<file path="src/rtl/lafetch_pkg.sv">
package lafetch_pkg;
  typedef enum logic [2:0] {
    ACT_IDLE,
    ACT_FILL_EX,
    ACT_FILL_LA,
    ACT_TAKE_IMM,
    ACT_SHIFT,
    ACT_BYPASS,
    ACT_DROP_BOTH,
    ACT_FLUSH
  } step_e;
endpackage

</file>
<file path="src/rtl/lafetch_pc.sv">
module lafetch_pc #(
  parameter int unsigned ADDR_W = 16,
  parameter logic [ADDR_W-1:0] RESET_VEC = '0
) (
  input  logic              clk,
  input  logic              rst,
  input  logic              load,
  input  logic [ADDR_W-1:0] load_addr,
  input  logic              inc,
  output logic [ADDR_W-1:0] pc
);
  localparam logic [ADDR_W-1:0] STEP = ADDR_W'(1);

  always_ff @(posedge clk) begin
    if (rst)       pc <= RESET_VEC;
    else if (load) pc <= load_addr;
    else if (inc)  pc <= pc + STEP;
  end
endmodule

</file>
<file path="src/rtl/lafetch_link.sv">
module lafetch_link #(
  parameter int unsigned ADDR_W = 16
) (
  input  logic              clk,
  input  logic              rst,
  input  logic              save,
  input  logic [ADDR_W-1:0] pc,
  output logic [ADDR_W-1:0] link
);
  always_ff @(posedge clk) begin
    if (rst)       link <= '0;
    else if (save) link <= pc;
  end
endmodule

</file>
<file path="src/rtl/lafetch_ctrl.sv">
module lafetch_ctrl
  import lafetch_pkg::*;
(
  input  logic  redirect,
  input  logic  mem_valid,
  input  logic  advance,
  input  logic  is_long,
  input  logic  uses_imm,
  input  logic  ex_v,
  input  logic  la_v,
  input  logic  held,
  output step_e act,
  output logic  fetch_req,
  output logic  word_in,
  output logic  ready
);
  logic plain;

  always_comb begin
    plain     = !is_long && !uses_imm;
    fetch_req = !(ex_v && la_v);
    word_in   = fetch_req && mem_valid && !redirect;
    ready     = ex_v && la_v && !(uses_imm && !held);

    if (redirect)                                   act = ACT_FLUSH;
    else if (advance && ready)                      act = is_long ? ACT_DROP_BOTH : ACT_SHIFT;
    else if (advance && ex_v && plain && !la_v && word_in)
                                                    act = ACT_BYPASS;
    else if (ex_v && la_v && uses_imm && !held)     act = ACT_TAKE_IMM;
    else if (word_in)                               act = ex_v ? ACT_FILL_LA : ACT_FILL_EX;
    else                                            act = ACT_IDLE;
  end
endmodule

</file>
<file path="src/rtl/lafetch_buf.sv">
module lafetch_buf
  import lafetch_pkg::*;
#(
  parameter int unsigned WORD_W = 16
) (
  input  logic              clk,
  input  logic              rst,
  input  step_e             act,
  input  logic [WORD_W-1:0] din,
  output logic [WORD_W-1:0] ex_word,
  output logic              ex_v,
  output logic [WORD_W-1:0] la_word,
  output logic              la_v,
  output logic [WORD_W-1:0] imm_word,
  output logic              held
);
  always_ff @(posedge clk) begin
    if (rst) begin
      ex_word  <= '0;
      la_word  <= '0;
      imm_word <= '0;
      ex_v     <= 1'b0;
      la_v     <= 1'b0;
      held     <= 1'b0;
    end else begin
      unique case (act)
        ACT_FLUSH, ACT_DROP_BOTH: begin
          ex_v <= 1'b0;
          la_v <= 1'b0;
          held <= 1'b0;
        end
        ACT_FILL_EX: begin
          ex_word <= din;
          ex_v    <= 1'b1;
        end
        ACT_FILL_LA: begin
          la_word <= din;
          la_v    <= 1'b1;
          if (!held) imm_word <= din;
        end
        ACT_TAKE_IMM: begin
          la_v <= 1'b0;
          held <= 1'b1;
        end
        ACT_SHIFT: begin
          ex_word <= la_word;
          la_v    <= 1'b0;
          held    <= 1'b0;
        end
        ACT_BYPASS: begin
          ex_word <= din;
          held    <= 1'b0;
        end
        default: ;
      endcase
    end
  end
endmodule

</file>
<file path="src/rtl/lafetch_top.sv">
module lafetch_top
  import lafetch_pkg::*;
#(
  parameter int unsigned ADDR_W = 16,
  parameter int unsigned WORD_W = 16,
  parameter logic [ADDR_W-1:0] RESET_VEC = ADDR_W'(16'h0100)
) (
  input  logic              clk,
  input  logic              rst,
  input  logic              redirect_i,
  input  logic [ADDR_W-1:0] redirect_addr_i,
  input  logic              mem_valid_i,
  input  logic [WORD_W-1:0] mem_data_i,
  input  logic              advance_i,
  input  logic              is_long_i,
  input  logic              uses_imm_i,
  input  logic              save_req_i,
  output logic              fetch_req_o,
  output logic [ADDR_W-1:0] fetch_addr_o,
  output logic [WORD_W-1:0] exec_word_o,
  output logic              exec_valid_o,
  output logic [WORD_W-1:0] second_word_o,
  output logic              second_valid_o,
  output logic [WORD_W-1:0] imm_data_o,
  output logic              ready_o,
  output logic [ADDR_W-1:0] link_addr_o
);
  step_e act;
  logic  word_in;
  logic  held;

  lafetch_ctrl u_ctrl (
    .redirect  (redirect_i),
    .mem_valid (mem_valid_i),
    .advance   (advance_i),
    .is_long   (is_long_i),
    .uses_imm  (uses_imm_i),
    .ex_v      (exec_valid_o),
    .la_v      (second_valid_o),
    .held      (held),
    .act       (act),
    .fetch_req (fetch_req_o),
    .word_in   (word_in),
    .ready     (ready_o)
  );

  lafetch_pc #(.ADDR_W(ADDR_W), .RESET_VEC(RESET_VEC)) u_pc (
    .clk       (clk),
    .rst       (rst),
    .load      (redirect_i),
    .load_addr (redirect_addr_i),
    .inc       (word_in),
    .pc        (fetch_addr_o)
  );

  lafetch_buf #(.WORD_W(WORD_W)) u_buf (
    .clk      (clk),
    .rst      (rst),
    .act      (act),
    .din      (mem_data_i),
    .ex_word  (exec_word_o),
    .ex_v     (exec_valid_o),
    .la_word  (second_word_o),
    .la_v     (second_valid_o),
    .imm_word (imm_data_o),
    .held     (held)
  );

  lafetch_link #(.ADDR_W(ADDR_W)) u_link (
    .clk  (clk),
    .rst  (rst),
    .save (save_req_i),
    .pc   (fetch_addr_o),
    .link (link_addr_o)
  );
endmodule

</file>
<file path="config.mk">
export PLATFORM = sky130hd
export DESIGN_NAME = lafetch_top
export DESIGN_NICKNAME = d
export VERILOG_FILES = /design/src/rtl/lafetch_pkg.sv /design/src/rtl/lafetch_pc.sv /design/src/rtl/lafetch_link.sv /design/src/rtl/lafetch_ctrl.sv /design/src/rtl/lafetch_buf.sv /design/src/rtl/lafetch_top.sv
export SDC_FILE = /design/constraint.sdc
export NUM_CORES = 1
export LEC_CHECK = 0
export CAP_MARGIN = 40
export CORE_MARGIN = 2
export CORE_UTILIZATION = 45
export DETAILED_ROUTE_END_ITERATION = 12
export HOLD_SLACK_MARGIN = 0.02
export PLACE_DENSITY = 0.88
export SKIP_CTS_REPAIR_TIMING = 1
export SLEW_MARGIN = 20
export SYNTH_ARGS = -nofsm -noshare
export SYNTH_HDL_FRONTEND = slang
export SYNTH_SLANG_ARGS = --single-unit
</file>
<file path="constraint.sdc">
create_clock -name clk -period 2.85 [get_ports clk]
set_input_delay 0.855 -clock clk [delete_from_list [all_inputs] [get_ports clk]]
set_output_delay 0.855 -clock clk [all_outputs]
set_load 0.005 [all_outputs]
</file>
==> results.yml, run 1 <==
clocking:
  worstSkewPairLatency_ns: 0.35
  cts_num_sinks: 83
  cts_tree: "done"
  clock_path_buffers: 2
  clk_pin_slew_ns: 0.09
  cts_root_buf: "clkbuf_8"
  h-tree-depth: 3
  cts_inserted_buffers: 9
synth:
  synth_area_sq_um: 3520
  async_reset_ff_frac: 0
  synth_top_flop_cell: "dfxtp_1"
  yosys_warnings: 0
  syn_nets: 444
  ys_seq_elements: 83
  synth.area.top_cells: "dfxtp_1 (47%), mux2i_1 (9.1%), nand2_1 (6.0%)"
  synthDistinctLibCells: 43
  seq_area_frac_synth: 0.472
  synth_top_area_share: 0.472
  syn_inst: 403
  synth_edf_count: 0
  synth.avg_cell_area_sq_um: 8.74
  yosysTopAreaCell: "dfxtp_1"
timing:
  relSlewSlack: 0.625
  finalWorstSetupSlack_ns: 0.262
  fin_crit_sh: 0.908
  slew_violations: 0
  hold-worst-slack_ns: 0.475
  fin_setup_tns_ns: 0
  hold_viol: 0
  skew_ns: 0.00780
  finalCriticalPeriod_ns: 2.59
  grt_setup_unrepaired: "false"
  worst_slew_pin_slew_ns: 0.561
  max_freq_mhz: 386
  setup-violations-final: 0
route:
  drt-vias-per-instance: 5.45
  vias: 3438
  drt_pre_antenna_iters: 5
  initialDrtViolationCount: 175
  avgRoutedWirePerCell_um: 15.8
  drcViolationCount: 0
  postRouteAntennaNets: 0
  drt_wl_total_mm: 9.95
critical_path:
  max_stage_delay_ns: 0.47
  crit_fanout: 2
  worstPathCellList: "clkdlybuf4s50_1 > nor2b_1 > nor2_1 > dlymetal6s2s_1"
  crit_path_end_kind: "output pin"
  cp_slowest_cell: "clkdlybuf4s50_1"
  critPathLaunchType: "input pin"
  arrival_ns: 1.73
  required_ns: 2.00
  critPathKind: "input pin to output pin"
floorplan:
  rows: 32
  start_util: 0.461
  die_x_um: 92.5
  die-area_sq_um: 8550
  core_area_sq_um: 7650
  die_y_um: 92.5
  io_pins: 124
cells_and_area:
  finalNetCount: 565
  layout-drive-gt1-share: 0.0832
  num_antenna_cells: 0
  design_area_sq_um: 5110
  syn2layout_area_growth_pct: 45.0
  final_cell_mix: "clkdlybuf4s50_1 (121), dfxtp_1 (83), nand2_1 (56)"
  layout_commonest_cell: "clkdlybuf4s50_1"
global_route:
  track_usage: 0.234
  grt_max_degree: 35
  overflow: 0
  grt_pass1_wl_mm: 16.1
  grt_pass1_vias: 3335
  antenna_found_initial: 0
placed_design:
  postPlaceCellArea_sq_um: 4900
  dp_hpwl_mm: 7.16
  portBuffers: 123
  gp_congestion: 0.821
  pre_cts_ws_ns: -0.0851
power:
  ir_drop_mv: 0.291
  power.density_nw_per_um2: 479
  leakage_nw: 1.84
  finalPower_mw: 2.45
run_status:
  status: "finished clean"
hold_path:
  hp-class: "flop to flop"
run:
  maxCapViolations: 0
final cells by class:
cell class                      instances  area [sq um]
Clock buffer                            9           124
Clock inverter                          7          76.3
Fill cell                             604          2540
Inverter                                4          15.0
Multi-Input combinational cell        284          1720
Sequential cell                        83          1660
Tap cell                              102           128
Timing Repair Buffer                  142          1380
flip-flops by register name, indices dropped and copies added, names as in the netlist:
name,cells
u_buf.ex_word,16
u_buf.imm_word,16
u_buf.la_word,16
u_link.link,16
u_pc.pc,16
u_buf.ex_v,1
u_buf.held,1
u_buf.la_v,1
path summary, 6_finish.rpt:
path                                       start                             end  slack (ns)  cells after the start
setup / recovery                      uses_imm_i                         ready_o        0.26                      4
hold / removal    u_buf.la_word[11]$_SDFFE_PP0N_  u_buf.la_word[11]$_SDFFE_PP0N_        0.47                      2
setup reg to reg         u_pc.pc[8]$_SDFFE_PP1P_        u_pc.pc[12]$_SDFFE_PP0P_        0.78                      4
hold reg to reg   u_buf.la_word[11]$_SDFFE_PP0N_  u_buf.la_word[11]$_SDFFE_PP0N_        0.47                      2
logic make-up (layout without fill, tap and decap cells):
| kind of cell | count (synthesis) | in the layout | share of synthesized area |
|---|---|---|---|
| and+or+nand+nor | 147 | 147 | 0.199 |
| AOI/OAI and AO/OA | 96 | 96 | 0.172 |
| DFF | 83 | 83 | 0.472 |
| buffers and inverters | 36 | 162 | 0.0437 |
| muxes | 32 | 32 | 0.0909 |
| xor gates and xnor gates | 8 | 8 | 0.0199 |
| adders and majority gates | 1 | 1 | 0.00355 |
worst max-delay path: cells and delay by family:
family        cells  cell delay, ns
buf+inv           2            0.62
simple gates      2            0.25
stage by stage:
stage / util / cells
after floorplan: - / 403
after global placement: 0.640 / 614
after detailed placement: 0.641 / 615
after CTS: 0.668 / 631
after global routing: 0.668 / 631
final: 0.668 / 631
metal layers:
layer / vias up / global-route usage / share of wire
met2: 123 / 0.378 / 0.48
met5: - / 0 / 0
met1: 1629 / 0.301 / 0.44
li1: 1674 / - / -
met4: 0 / 0.0833 / 0.013
met3: 12 / 0.0627 / 0.069
cells in the mapped netlist, types with 2 or more instances:
cell type	n
mux2i_1	32
nor3_1	18
buf_2	6
and4_1	2
clkbuf_1	24
dfxtp_1	83
nand3_1	10
nor4_1	2
xor2_1	7
o211a_1	2
nor2_1	32
nand4b_1	2
or3_1	5
a21oi_1	35
and2_1	2
and3_1	2
a211oi_1	24
a311oi_1	6
nand4_1	5
or4_1	2
nand2_1	56
o21ai_0	22
inv_1	4
power by group:
part           internal [mW]  switching (mW)
clock network          0.411           0.439
logic                  0.199           0.140
registers               1.21          0.0488
Power figures use the tool's default switching activity.
==> run 2: changes to the inputs <==
--- a/config.mk
+++ b/config.mk
@@ -10,7 +10,7 @@
 export CORE_UTILIZATION = 45
 export DETAILED_ROUTE_END_ITERATION = 12
 export HOLD_SLACK_MARGIN = 0.02
-export PLACE_DENSITY = 0.88
+export PLACE_DENSITY = 0.85
 export SKIP_CTS_REPAIR_TIMING = 1
 export SLEW_MARGIN = 20
 export SYNTH_ARGS = -nofsm -noshare
==> results.yml, run 2 (synthesized netlist as in run 1, its figures left out) <==
run_status:
  status: "finished clean"
cells_and_area:
  layout-drive-gt1-share: 0.0832
  final_cell_mix: "clkdlybuf4s50_1 (121), dfxtp_1 (83), nand2_1 (56)"
  layout_commonest_cell: "clkdlybuf4s50_1"
  num_antenna_cells: 0
  instances_no_fill: 631
  syn2layout_area_growth_pct: 45.2
  finalNetCount: 565
timing:
  grt_setup_unrepaired: "false"
  finalCriticalPeriod_ns: 2.62
  relSlewSlack: 0.645
  fin_setup_tns_ns: 0
  slew_violations: 0
  max_freq_mhz: 382
  fin_crit_sh: 0.919
  worst_slew_pin_slew_ns: 0.532
  hold_viol: 0
  skew_ns: 0.0131
  setup-violations-final: 0
clocking:
  clock_path_buffers: 2
  worstSkewPairLatency_ns: 0.36
  cts_root_buf: "clkbuf_8"
  cts_tree: "done"
  clk_pin_slew_ns: 0.09
  cts_num_sinks: 83
  h-tree-depth: 3
  cts_inserted_buffers: 9
route:
  initialDrtViolationCount: 86
  avgRoutedWirePerCell_um: 15.6
  drt-vias-per-instance: 5.48
  drt_pre_antenna_iters: 4
  postRouteAntennaNets: 0
  vias: 3456
  drcViolationCount: 0
  drt_wl_total_mm: 9.85
floorplan:
  io_pins: 124
  die_x_um: 92.5
  die_y_um: 92.5
  core_area_sq_um: 7650
  die-area_sq_um: 8550
  rows: 32
  start_util: 0.461
power:
  leakage_nw: 1.84
  power.density_nw_per_um2: 467
  ir_drop_mv: 0.255
global_route:
  grt_pass1_vias: 3335
  grt_pass1_wl_mm: 15.6
  track_usage: 0.225
  overflow: 0
  grt_max_degree: 49
  antenna_found_initial: 0
critical_path:
  r2r-start: "u_pc.pc[8]$_SDFFE_PP1P_"
  r2r_slack_ns: 0.81
  crit_path_end_kind: "output pin"
  worstPathCellList: "clkdlybuf4s50_1 > nor2b_1 > nor2_1 > dlymetal6s2s_1"
  endpoint: "ready_o"
  crit_start: "uses_imm_i"
  cp_slowest_cell: "clkdlybuf4s50_1"
  worst-r2r-cell-count: 4
  crit_fanout: 2
  max_stage_delay_ns: 0.48
  critical_path.reg2reg.endpoint: "u_pc.pc[12]$_SDFFE_PP0P_"
  required_ns: 2.00
  arrival_ns: 1.76
  critPathKind: "input pin to output pin"
  critPathLaunchType: "input pin"
placed_design:
  gp_congestion: 0.853
  portBuffers: 123
  dp_cells: 614
  dp_hpwl_mm: 7.03
run:
  maxCapViolations: 0
hold_path:
  hp-class: "flop to flop"
[run 2: worst max-delay path, delay by kind of cell]
family	cells	cell delay, ns
simple gates	2	0.28
buf+inv	2	0.63
[run 2: how the worst min path moves through the flow]
stage                                           endpoint                      startpoint  depth (start not counted)  slack, ns
after floorplan            u_buf.la_word[0]$_SDFFE_PP0N_   u_buf.la_word[0]$_SDFFE_PP0N_                          2       0.46
after global placement    u_buf.la_word[13]$_SDFFE_PP0N_  u_buf.la_word[13]$_SDFFE_PP0N_                          2       0.46
after detailed placement  u_buf.la_word[13]$_SDFFE_PP0N_  u_buf.la_word[13]$_SDFFE_PP0N_                          2       0.47
after CTS                 u_buf.la_word[13]$_SDFFE_PP0N_  u_buf.la_word[13]$_SDFFE_PP0N_                          2       0.48
after global routing      u_buf.la_word[13]$_SDFFE_PP0N_  u_buf.la_word[13]$_SDFFE_PP0N_                          2       0.49
final                     u_buf.la_word[14]$_SDFFE_PP0N_  u_buf.la_word[14]$_SDFFE_PP0N_                          2       0.48
[run 2: per-layer routing]
metal,vias up,global-route usage,share of wire
li1,1677,-,-
met1,1624,0.266,0.42
met2,141,0.391,0.49
met3,14,0.0545,0.077
met4,0,0.0883,0.016
met5,-,0,0
[run 2: layout make-up]
type,count,area (sq um)
clock buffer,9,124
sequential,83,1660
clock inverter,7,57.6
fill,629,2530
tap,102,128
multi-input combinational,284,1720
inverter,4,15.0
timing repair buffer,142,1410
[run 2: through the flow]
step           utilization  worst slack (ns)  power, mW  cell area [sq um]  hold WS (ns)
5_1_grt              0.669             0.184       2.47               5120         0.495
6_report             0.669             0.232       2.39               5120         0.477
4_1_cts              0.668           -0.0924       2.40               5110         0.477
3_3_place_gp         0.643           -0.0538       1.61               4910         0.457
2_1_floorplan            -             0.625       1.42               3520         0.465
3_5_place_dp         0.644           -0.0919       1.62               4930         0.465
[run 2: power by group]
group,switching (mW),internal [mW]
clock,0.462,0.330
combinational,0.141,0.202
sequential,0.0475,1.21
